==> config.mk <==
export PLATFORM = sky130hd
export DESIGN_NAME = stpin_ctrl
export DESIGN_NICKNAME = d
export VERILOG_FILES = /design/src/rtl/stpin_pkg.sv /design/src/rtl/stpin_meas_track.sv /design/src/rtl/stpin_rdbk_hold.sv /design/src/rtl/stpin_src_mux.sv /design/src/rtl/stpin_ctrl.sv
export SDC_FILE = /design/constraint.sdc
export NUM_CORES = 1
export LEC_CHECK = 0
export BUFFER_PORTS_ARGS = -buffer_cell sky130_fd_sc_hd__buf_2
export CORE_AREA = 2 2 39 41
export DETAILED_ROUTE_END_ITERATION = 10
export DIE_AREA = 0 0 41 43
export SYNTH_ARGS = -nofsm -noshare
export SYNTH_HDL_FRONTEND = slang
export SYNTH_SLANG_ARGS = --single-unit
export TNS_END_PERCENT = 30
==> constraint.sdc <==
create_clock -name clk -period 1 [get_ports clk]
set_input_delay 0.1 -clock clk [delete_from_list [all_inputs] [get_ports clk]]
set_output_delay 0.1 -clock clk [all_outputs]
set_load 0.01 [all_outputs]
==> src/rtl/stpin_pkg.sv <==
package stpin_pkg;

    // Pin drive seen at the pad: oe pulls the line low, lvl is the resulting level
    typedef struct packed {
        logic oe;
        logic lvl;
    } pin_drive_t;

    localparam pin_drive_t PIN_RELEASE  = '{oe: 1'b0, lvl: 1'b1};
    localparam pin_drive_t PIN_PULL_LOW = '{oe: 1'b1, lvl: 1'b0};

    // Measurement tracker states
    typedef enum logic [1:0] {
        MEAS_IDLE = 2'd0,
        MEAS_PEND = 2'd1,
        MEAS_DONE = 2'd2
    } meas_state_t;

    // Select code values (integers so the select width stays a parameter)
    localparam int CODE_UNLOCK    = 1;
    localparam int CODE_MEAS      = 2;
    localparam int CODE_GPIO_BASE = 3;

    // Open-drain follower: a low level pulls the pin, a high level releases it
    function automatic pin_drive_t od_follow(input logic level);
        return level ? PIN_RELEASE : PIN_PULL_LOW;
    endfunction

endpackage

==> src/rtl/stpin_meas_track.sv <==
module stpin_meas_track
    import stpin_pkg::*;
(
    input  logic        clk,
    input  logic        rst,
    input  logic        cnt_en,
    input  logic        cnt_done,
    output meas_state_t state
);

    logic cnt_en_q;
    logic start_edge;

    assign start_edge = cnt_en & ~cnt_en_q;

    always_ff @(posedge clk) begin
        if (rst) begin
            cnt_en_q <= 1'b0;
            state    <= MEAS_IDLE;
        end else begin
            cnt_en_q <= cnt_en;
            if (start_edge) begin
                state <= MEAS_PEND;
            end else if (cnt_done && state == MEAS_PEND) begin
                state <= MEAS_DONE;
            end
        end
    end


    arm_on_start_chk: assert property (@(posedge clk) disable iff (rst)
        $rose(cnt_en) |=> (state == MEAS_PEND));


    stray_done_chk: assert property (@(posedge clk) disable iff (rst)
        (state == MEAS_IDLE && !cnt_en && cnt_done) |=> (state == MEAS_IDLE));


    done_hold_chk: assert property (@(posedge clk) disable iff (rst)
        (state == MEAS_DONE && !cnt_en) |=> (state == MEAS_DONE));

endmodule

==> src/rtl/stpin_rdbk_hold.sv <==
module stpin_rdbk_hold (
    input  logic clk,
    input  logic rst,
    input  logic xfer_out,
    input  logic ser_clk,
    input  logic rd_bit,
    output logic rd_q
);

    logic ser_q;
    logic ser_fall;

    assign ser_fall = ser_q & ~ser_clk;

    always_ff @(posedge clk) begin
        if (rst) begin
            ser_q <= 1'b0;
            rd_q  <= 1'b1;
        end else begin
            ser_q <= ser_clk;
            if (!xfer_out || ser_fall) begin
                rd_q <= rd_bit;
            end
        end
    end


    hold_between_edges_chk: assert property (@(posedge clk) disable iff (rst)
        (xfer_out && ser_clk) |=> $stable(rd_q));

endmodule

==> src/rtl/stpin_src_mux.sv <==
module stpin_src_mux
    import stpin_pkg::*;
#(
    parameter int SEL_W  = 3,
    parameter int GPIO_N = 2
) (
    input  logic [SEL_W-1:0]  sel_code,
    input  logic              unlock_det,
    input  meas_state_t       meas_state,
    input  logic [GPIO_N-1:0] gpio_lvl,
    input  logic [GPIO_N-1:0] gpio_is_out,
    input  logic              chip_en,
    input  logic              xfer_out,
    input  logic              rd_q,
    output pin_drive_t        nxt
);

    pin_drive_t gpio_drv [GPIO_N];

    // Each I/O pin: released when configured as output, else open-drain follow
    for (genvar g = 0; g < GPIO_N; g++) begin : g_gpio
        assign gpio_drv[g] = gpio_is_out[g] ? PIN_RELEASE : od_follow(gpio_lvl[g]);
    end

    int sel_i;
    assign sel_i = int'(sel_code);

    always_comb begin
        nxt = PIN_RELEASE;
        if (chip_en) begin
            if (xfer_out) begin
                nxt = od_follow(rd_q);
            end
        end else if (sel_i == CODE_UNLOCK) begin
            if (unlock_det) nxt = PIN_PULL_LOW;
        end else if (sel_i == CODE_MEAS) begin
            if (meas_state == MEAS_DONE) nxt = PIN_PULL_LOW;
        end else begin
            for (int i = 0; i < GPIO_N; i++) begin
                if (sel_i == CODE_GPIO_BASE + i) nxt = gpio_drv[i];
            end
        end
    end

endmodule

==> src/rtl/stpin_ctrl.sv <==
module stpin_ctrl
    import stpin_pkg::*;
#(
    parameter int SEL_W  = 3,
    parameter int GPIO_N = 2
) (
    input  logic              clk,
    input  logic              rst,
    input  logic [SEL_W-1:0]  sel_code,
    input  logic              unlock_det,
    input  logic              cnt_en,
    input  logic              cnt_done,
    input  logic [GPIO_N-1:0] gpio_lvl,
    input  logic [GPIO_N-1:0] gpio_is_out,
    input  logic              chip_en,
    input  logic              xfer_dir_out,
    input  logic              ser_clk,
    input  logic              rd_bit,
    output logic              pin_oe,
    output logic              pin_lvl
);

    localparam int CODE_SPAN = 1 << SEL_W;
    localparam int CODE_LAST = CODE_GPIO_BASE + GPIO_N - 1;

    meas_state_t meas_state;
    logic        xfer_out;
    logic        rd_q;
    pin_drive_t  nxt;
    pin_drive_t  drv_q;
    logic        rst_d;

    assign xfer_out = chip_en & xfer_dir_out;

    stpin_meas_track u_meas (
        .clk      (clk),
        .rst      (rst),
        .cnt_en   (cnt_en),
        .cnt_done (cnt_done),
        .state    (meas_state)
    );

    stpin_rdbk_hold u_rdbk (
        .clk      (clk),
        .rst      (rst),
        .xfer_out (xfer_out),
        .ser_clk  (ser_clk),
        .rd_bit   (rd_bit),
        .rd_q     (rd_q)
    );

    stpin_src_mux #(
        .SEL_W  (SEL_W),
        .GPIO_N (GPIO_N)
    ) u_mux (
        .sel_code    (sel_code),
        .unlock_det  (unlock_det),
        .meas_state  (meas_state),
        .gpio_lvl    (gpio_lvl),
        .gpio_is_out (gpio_is_out),
        .chip_en     (chip_en),
        .xfer_out    (xfer_out),
        .rd_q        (rd_q),
        .nxt         (nxt)
    );

    always_ff @(posedge clk) begin
        if (rst) begin
            drv_q <= PIN_RELEASE;
        end else begin
            drv_q <= nxt;
        end
    end

    assign pin_oe  = drv_q.oe;
    assign pin_lvl = drv_q.lvl;

    // Elaboration-time sanity of the code space
    initial begin
        code_space_chk: assert (CODE_LAST < CODE_SPAN);
    end

    always_ff @(posedge clk) begin
        rst_d <= rst;
        if (rst_d) begin

            reset_open_chk: assert (!pin_oe && pin_lvl);
        end
    end


    level_coherent_chk: assert property (@(posedge clk) disable iff (rst)
        pin_oe != pin_lvl);


    write_xfer_open_chk: assert property (@(posedge clk) disable iff (rst)
        (chip_en && !xfer_dir_out) |=> !pin_oe);


    unlock_low_chk: assert property (@(posedge clk) disable iff (rst)
        (!chip_en && int'(sel_code) == CODE_UNLOCK && unlock_det) |=> pin_oe);


    idle_code_open_chk: assert property (@(posedge clk) disable iff (rst)
        (!chip_en && (int'(sel_code) == 0 || int'(sel_code) > CODE_LAST)) |=> !pin_oe);

endmodule

### Yosys cells after proc, flatten, opt, wreduce, memory -nomap -nowiden

Cells that the tools add are included.

* register bits after elaboration: 7
* latch bits: 0
* bits in writable memories: 0
* ROM bits: 0
* input port bits: 16
* output and inout bits: 2
* word-level logic and storage cells: 38
* memories: 0

* add/sub/neg operators: 0
* $mul: 0
* divide/modulo/power cells: 0
* magnitude comparators: 0
* eq/ne operators: 6
* shift-type cells: 0
* multiplexer cells: 15
* bitwise gates (word level): 5
* reductions and logical operators: 5

Operators with widths (count)
* 2-bit two-way mux: 13
* 3-bit equality test (second input constant): 3
* 1-bit bitwise AND: 3
* 3-bit by 2-bit equality test with 1-bit output (second input constant): 1
* 2-bit by 1-bit equality test with 1-bit output (second input constant): 1
* 2-bit equality test (second input constant): 1
* 1-bit two-way mux: 2
* 1-bit inverter: 2
* 2-bit nonzero test: 1
* 2-bit OR reduction: 1
* 1-bit logical AND: 1
* 1-bit zero test: 1
* 1-bit logical OR: 1

### Logic depth before layout (Yosys ltp)

Gate-level depths: netlist of run 1.

* depth in word-level cells: 7
* gate-level depth with buffers: 3
* mapped depth without buffers: 3

### Modules after synthesis

Synthesis of run 1 repeated with hierarchy kept, for this count alone.

* cells, all modules: 32
* area, all modules: 315.3 µm²

By module, submodules not included
* stpin_meas_track: instances 1, cells an instance 11, area an instance 108.9 µm²
* stpin_src_mux: instances 1, cells an instance 10, area an instance 75.1 µm²
* stpin_rdbk_hold: instances 1, cells an instance 6, area an instance 70.1 µm²
* stpin_ctrl: instances 1, cells an instance 5, area an instance 61.3 µm²

### Worst setup path before layout of run 1

Ideal clock, no wire load.

* path kind: flip-flop to flip-flop
* from: reg u_rdbk.rd_q
* to: reg drv_q, in the netlist pin_lvl
* arrival time: 863 ps
* data required time: 878 ps
* path slack: 15 ps
* cell stages (with the launch flop): 4
* clock period less this slack: 985 ps
* cell sequence: dfxtp_1 and3b_1 nor2_1 a311o_1

* cells in the longest elaborated chain, start to end: 3

RTL lines
* start: declaration: line stpin_rdbk_hold.sv:7 `output logic rd_q`
* start signal: assignment: line stpin_rdbk_hold.sv:22 `rd_q <= rd_bit;`
* 2-bit two-way mux: line stpin_pkg.sv:26 `return level ? PIN_RELEASE : PIN_PULL_LOW;`
* 2-bit two-way mux: line stpin_src_mux.sv:31 `if (xfer_out) begin`
* 2-bit two-way mux: line stpin_src_mux.sv:30 `if (chip_en) begin`
* end signal: assignment: line stpin_ctrl.sv:71 `drv_q <= nxt;`
* end: declaration: line stpin_ctrl.sv:30 `pin_drive_t drv_q;`

Every way passes these cells.
A chain may end at the register's enable or synchronous reset.

### Worst setup path after layout of run 1

Ends and elaborated chain as after synthesis.

==> metrics.cfg, run 1 <==
[synthesis]
synth_mux_area_frac=0
syn-instance-count=31
synth-simple-area-share=0.2237
synthXorXnorAreaFrac=0
ys_types=17
synth_area_leader_cell=dfxtp_1
ys_top_cells_by_area=dfxtp_1 49%, nor2b_1 8.8%, a21oi_1 5.3%
ys.warnings.count=0
ys_seq_area_frac=0.4912
synth_top_family_by_area=compound AO/OA/AOI/OAI gates
synth.top_cell.area_share=0.4912
syn_nets=47
synth_compound_area_frac=0.2588
syn-cell-area_sq_um=285.3
ys_seq_elements=7
synth_fa_ha_area_frac=0
syn_avg_cell_area_sq_um=9.202

[layout]
nets=70
design_area_sq_um=427.9
utilization=0.3092
insertedDiodeCount=0
syn2layout_area_growth_pct=50.00
drive_above_1_share=0.4340

[timing]
fin_ws_ns=-0.02177
finalSetupTns_ns=-0.02177
finalCriticalPeriod_ns=1.022
setup_violations=1
rsz0062_at_grt=yes
worst_slew_pin_slew_ns=0.2669
hold_viol_final=0
worst_slew_margin_rel=0.8198
timing.fmax_ghz=0.9787
period_share=1.022
drv_slew=0
clock-skew-final_ns=0.001856

[critical_path]
arrival_ns=1.15
critPathLaunch=u_rdbk.rd_q
cp_top_family=compound AO/OA/AOI/OAI gates
crit_fanout=2
r2r_end=pin_lvl
ff2ff_setup_slack_ns=-0.02
slowest_delay_ns=0.33
cp_slowest_cell=a311o_1
cp_num_cells=3
rr_worst_depth=3
rr_startpoint=u_rdbk.rd_q
crit_chain=and3b_2, nor2_2, a311o_1
critical_path_buf_inv_count=0
endpoint_kind=flip-flop
critical_path_class=flip-flop to flip-flop
startpoint_type=flip-flop
crit_required_ns=1.13

[route]
vias_per_cell=4.420
drt-total-wl_microns=651
routedWlPerCell_microns=9.435
dr.max_layer_used=met3
wl_met1_microns=270
ant_nets=0
dr_total_vias=305
met3_length_microns=44
met2RoutedLength_microns=336
drt_first_pass_iters=2
drc=0
drt_iter0_drc=3

[clock_network]
clk_pin_slew_ns=0.05
cts_buffer_depth=2
numCtsBuffers=3
cts.sinks=7
cts_hold_buf=0
ctsRootBufferMaster=clkbuf_4
ctsHtreeMaxLevel=1
tritoncts=yes
insertion_delay_ns=0.24

[placement]
gp_congestion=0.6202
hpwlAfterDp_microns=534.5
io_buffers=17
place_area_sq_um=397.9
dpl_worst_slack_ns=-0.02544

[floorplan]
coreArea_sq_um=1384
pin_count=18
dieHeight_microns=43
die_w_microns=41
initial_utilization=0.2061
fp.dieArea_sq_um=1763
rows=14

[power_and_ir_drop]
power.leakage_uw=0.0001971
report.power.total_uw=631.5
power.density_nw_per_um2=1476
irDropWorstVdd_v=0.0006229

[global_routing]
grt_first_pass_wirelength_microns=966
grt_max_degree=8
antenna_found_initial=0
overflow=0
grt_usage=0.08442
grt_pass1_vias=274

[hold_path]
hold_path.class=primary input to flip-flop
holdPathEnd=u_meas.cnt_en_q
min_from=cnt_en
hold_depth=2

[status]
status=finished, violations left
violations=setup timing

[job]
maxCapViolCount=0

-- area by class of cell --
cell class	instances	area (sq um)
Fill cell	156	955.9
Sequential cell	7	140.1
Timing Repair Buffer	18	92.59
Multi-Input combinational cell	22	141.4
Clock buffer	4	26.28
Tap cell	16	20.02
Inverter	2	7.507
-- through the flow --
stage | std cells | hold slack [ns]
floorplan | 31 | 0.1716
global placement | 65 | 0.3306
detailed placement | 65 | 0.3331
CTS | 69 | 0.07757
global route | 69 | 0.07297
finish | 69 | 0.08070
-- synthesized netlist by cell type --
cell      n
nor2b_1   4
a311oi_1  1
nor2_1    2
inv_1     2
a21oi_1   3
a31oi_1   1
nand2_1   1
nand2b_1  1
o311ai_0  1
nor3_1    1
o21ai_0   2
a311o_1   1
o31ai_1   1
and3b_1   1
nand3b_1  1
o211ai_1  1
dfxtp_1   7
-- placed cells by master, fill, tap and decap left out --
master,count
o31ai_1,1
nand2b_1,1
nor3_1,1
o21ai_0,2
dfxtp_1,7
a21oi_1,3
nor2_1,1
a31oi_1,1
a311o_1,1
nor2b_1,4
and3b_2,1
a311oi_1,1
o311ai_0,1
clkbuf_1,1
nand3b_1,1
inv_1,2
buf_4,1
nand2_1,1
nor2_2,1
clkbuf_4,3
buf_2,17
o211ai_1,1
-- flip-flops by register name, indices dropped and copies added (netlist names) --
| register | cells |
|---|---|
| u_rdbk.ser_q | 1 |
| pin_oe | 1 |
| pin_lvl | 1 |
| u_rdbk.rd_q | 1 |
| u_meas.cnt_en_q | 1 |
| u_meas.state | 2 |
-- report_power, final --
group | switching [uW] | internal, uW | total (uW)
Clock | 95.5 | 152 | 247
Sequential | 5.36 | 295 | 300
Combinational | 38.2 | 46.0 | 84.2
-- worst max path at each step --
stage	end	slack, ns
after floorplan	pin_lvl	0.01
after global placement	pin_lvl	-0.02
after detailed placement	pin_lvl	-0.03
after CTS	pin_lvl	-0.04
after global routing	pin_lvl	-0.07
final	pin_lvl	-0.02
-- kinds of logic (layout without fill, tap and decap cells) --
kind of cell | Yosys count | count (layout)
AOI/OAI and AO/OA | 11 | 11
and+or+nand+nor | 11 | 11
DFF | 7 | 7
buffers and inverters | 2 | 24
-- timing repair --
action / 4_1_cts / 5_1_grt
pin swaps: 0 / 2
buffers inserted: 0 / 0
endpoints found under the setup margin: 1 / 1
gates resized for setup: 0 / 2
-- layer usage --
metal	GRT usage	up-vias
met3	0.06283	0
met2	0.1219	10
met4	0.04000	0
li1	-	160
met5	0	-
met1	0.08710	135
Note: power is estimated with default switching activity, not from simulation.
==> run 2, diff against run 1 <==
--- a/config.mk
+++ b/config.mk
@@ -5,10 +5,10 @@
 export SDC_FILE = /design/constraint.sdc
 export NUM_CORES = 1
 export LEC_CHECK = 0
-export BUFFER_PORTS_ARGS = -buffer_cell sky130_fd_sc_hd__buf_2
 export CORE_AREA = 2 2 39 41
 export DETAILED_ROUTE_END_ITERATION = 10
 export DIE_AREA = 0 0 41 43
+export DONT_BUFFER_PORTS = 1
 export SYNTH_ARGS = -nofsm -noshare
 export SYNTH_HDL_FRONTEND = slang
 export SYNTH_SLANG_ARGS = --single-unit
==> constraint.sdc (replaced) <==
create_clock -name clk -period 1 [get_ports clk]
set_input_delay 0.1 -clock clk [delete_from_list [all_inputs] [get_ports clk]]
set_output_delay 0.1 -clock clk [all_outputs]
set_load 0.005 [all_outputs]
==> run 2 against run 1 <==
Against the previous run: the flow still finishes with violations (setup timing); critical path depth did not move; cell area is 12% lower; clock skew is 0.0029 ns higher; sequential power is essentially flat; non-clock buffer count decreased by 14; clock-buffer cell count is the same; combinational power down 39%; largest power group unchanged; sequential share of layout area grew 4.8 points; highest routed layer unchanged; worst hold slack worse by 0.043 ns; die area unchanged; global-route usage increased by 1.3 points.
==> metrics.cfg, run 2 (synthesized netlist as in run 1, its figures left out) <==
[global_routing]
antenna_found_initial=0  ; unchanged
overflow=0  ; unchanged
grt_max_degree=8  ; unchanged
grt_usage=0.09749  ; was 0.08442
grt_first_pass_wirelength_microns=1035  ; was 966 microns
grt_pass1_vias=265  ; was 274

[layout]
design_area_sq_um=376.6  ; was 427.9 sq um
syn2layout_area_growth_pct=32.02  ; was 50.00%
insertedDiodeCount=0  ; unchanged
mostFrequentLayoutCells=6 x dfxtp_1, 4 x nor2b_1, 4 x dlygate4sd3_1  ; was 17 x buf_2, 7 x dfxtp_1, 4 x nor2b_1
drive_above_1_share=0.1538  ; was 0.4340
nets=56  ; was 70
largest_reg_flops=2  ; unchanged
final_common_cell=dfxtp_1  ; was buf_2
utilization=0.2722  ; was 0.3092
final_cell_count_no_fill=55  ; was 69
largest-register=u_meas.state  ; unchanged

[timing]
fin_ws_ns=-0.03513  ; was -0.02177 ns
finalCriticalPeriod_ns=1.035  ; was 1.022 ns
finalSetupTns_ns=-0.03513  ; was -0.02177 ns
setup_violations=1  ; unchanged
hold_viol_final=0  ; unchanged
timing.fmax_ghz=0.9661  ; was 0.9787 GHz
worst_slew_pin_slew_ns=0.2939  ; was 0.2669 ns
drv_slew=0  ; unchanged
clock-skew-final_ns=0.004795  ; was 0.001856 ns
rsz0062_at_grt=yes  ; unchanged
period_share=1.035  ; was 1.022
worst_slew_margin_rel=0.8016  ; was 0.8198

[clock_network]
tritoncts=yes  ; unchanged
numCtsBuffers=3  ; unchanged
cts_buffer_depth=2  ; unchanged
clk_pin_slew_ns=0.05  ; about the same
insertion_delay_ns=0.25  ; was 0.24 ns
cts.sinks=7  ; unchanged
ctsRootBufferMaster=clkbuf_4  ; unchanged
ctsHtreeMaxLevel=1  ; unchanged

[critical_path]
crit_fanout=2  ; unchanged
arrival_ns=1.17  ; was 1.15 ns
critical_path_class=flip-flop to flip-flop  ; unchanged
r2r_end=pin_lvl  ; unchanged
crit_required_ns=1.14  ; was 1.13 ns
startpoint_type=flip-flop  ; unchanged
ff2ff_setup_slack_ns=-0.04  ; was -0.02 ns
critPathLaunch=u_rdbk.rd_q  ; unchanged
rr_worst_depth=3  ; unchanged
endpoint_kind=flip-flop  ; unchanged
rr_startpoint=u_rdbk.rd_q  ; unchanged
crit_path_end=pin_lvl  ; unchanged

[power_and_ir_drop]
power.density_nw_per_um2=1614  ; was 1476 nW/um^2
power.leakage_uw=0.0001450  ; was 0.0001971 uW
irDropWorstVdd_v=0.0004509  ; was 0.0006229 V

[route]
dr_total_vias=267  ; was 305
drc=0  ; unchanged
drt_iter0_drc=7  ; was 3
met3_length_microns=73  ; was 44 microns
drt-total-wl_microns=642  ; was 651 microns
wl_met1_microns=230  ; was 270 microns
vias_per_cell=4.855  ; was 4.420
met2RoutedLength_microns=338  ; was 336 microns
routedWlPerCell_microns=11.67  ; was 9.435 microns
ant_nets=0  ; unchanged
dr.max_layer_used=met3  ; unchanged
drt_first_pass_iters=4  ; was 2

[floorplan]
dieHeight_microns=43  ; unchanged
pin_count=18  ; unchanged
fp.dieArea_sq_um=1763  ; unchanged
coreArea_sq_um=1384  ; unchanged
initial_utilization=0.2061  ; unchanged
die_w_microns=41  ; unchanged
rows=14  ; unchanged

[placement]
gp_congestion=0.5813  ; was 0.6202
hpwlAfterDp_microns=496.3  ; was 534.5 microns
place_area_sq_um=305.3  ; was 397.9 sq um
placedCellCount=47  ; was 65
io_buffers=0  ; was 17
dpl_worst_slack_ns=-0.03462  ; was -0.02544 ns

[hold_path]
hold_path.class=primary input to flip-flop  ; unchanged

[status]
status=finished, violations left  ; unchanged
violations=setup timing  ; unchanged

[job]
maxCapViolCount=0  ; unchanged

[run 2: cell types whose count changed in the layout (fill, tap and decap cells not counted)]
cell	before	now
dfxtp_1	7	6
buf_4	1	0
dlygate4sd3_1	0	4
dfxtp_2	0	1
buf_2	17	0
[run 2: timing repair]
action / CTS / global route
setup endpoints to repair: 1 / 1
setup buffers: 0 / 0
pin swaps: 0 / 2
endpoints found under the hold margin: 7 / 4
resized for setup: 0 / 3
hold buffers: 3 / 1
[run 2: power breakdown]
group,internal (uW),leakage [uW],switching [uW]
registers,295,0.0000576,6.25
logic,31.2,0.0000724,20.5
clock network,152,0.0000150,103
total,479,0.000145,129
[run 2: through the flow]
step	hold WS [ns]	power, uW
2_1_floorplan	0.1716	337.9
3_3_place_gp	0.1747	342.6
3_5_place_dp	0.1758	344.1
4_1_cts	-0.09506	613.0
5_1_grt	0.05869	653.5
6_report	0.03768	608.0
[run 2: worst min path at each step]
stage                startpoint         endpoint  slack [ns]  depth (start not counted)
global route        sel_code[1]           pin_oe        0.06                          2
detailed placement          rst  u_meas.state[0]        0.18                          1
CTS                         rst  u_meas.state[0]        -0.1                          1
floorplan                   rst  u_meas.cnt_en_q        0.17                          1
finish                   rd_bit      u_rdbk.rd_q        0.04                          2
global placement            rst  u_meas.cnt_en_q        0.17                          1
[run 2: worst max-delay path, cell delays in order, from the launching register on]
cell and delay (ns):
dfxtp_2 0.31, and3b_2 0.24, nor2_2 0.05, a311o_1 0.33
[run 2: final cells by class]
type,instances,area [sq um]
fill,145,1007
sequential,7,141.4
multi-input combinational,22,141.4
timing repair buffer,4,40.04
clock buffer,4,26.28
tap,16,20.02
inverter,2,7.507
[run 2: layer usage]
metal | global-route usage | vias up
met3 | 0.09424 | 0
met1 | 0.09032 | 127
li1 | - | 129
met4 | 0.06000 | 0
met5 | 0 | -
met2 | 0.1313 | 11
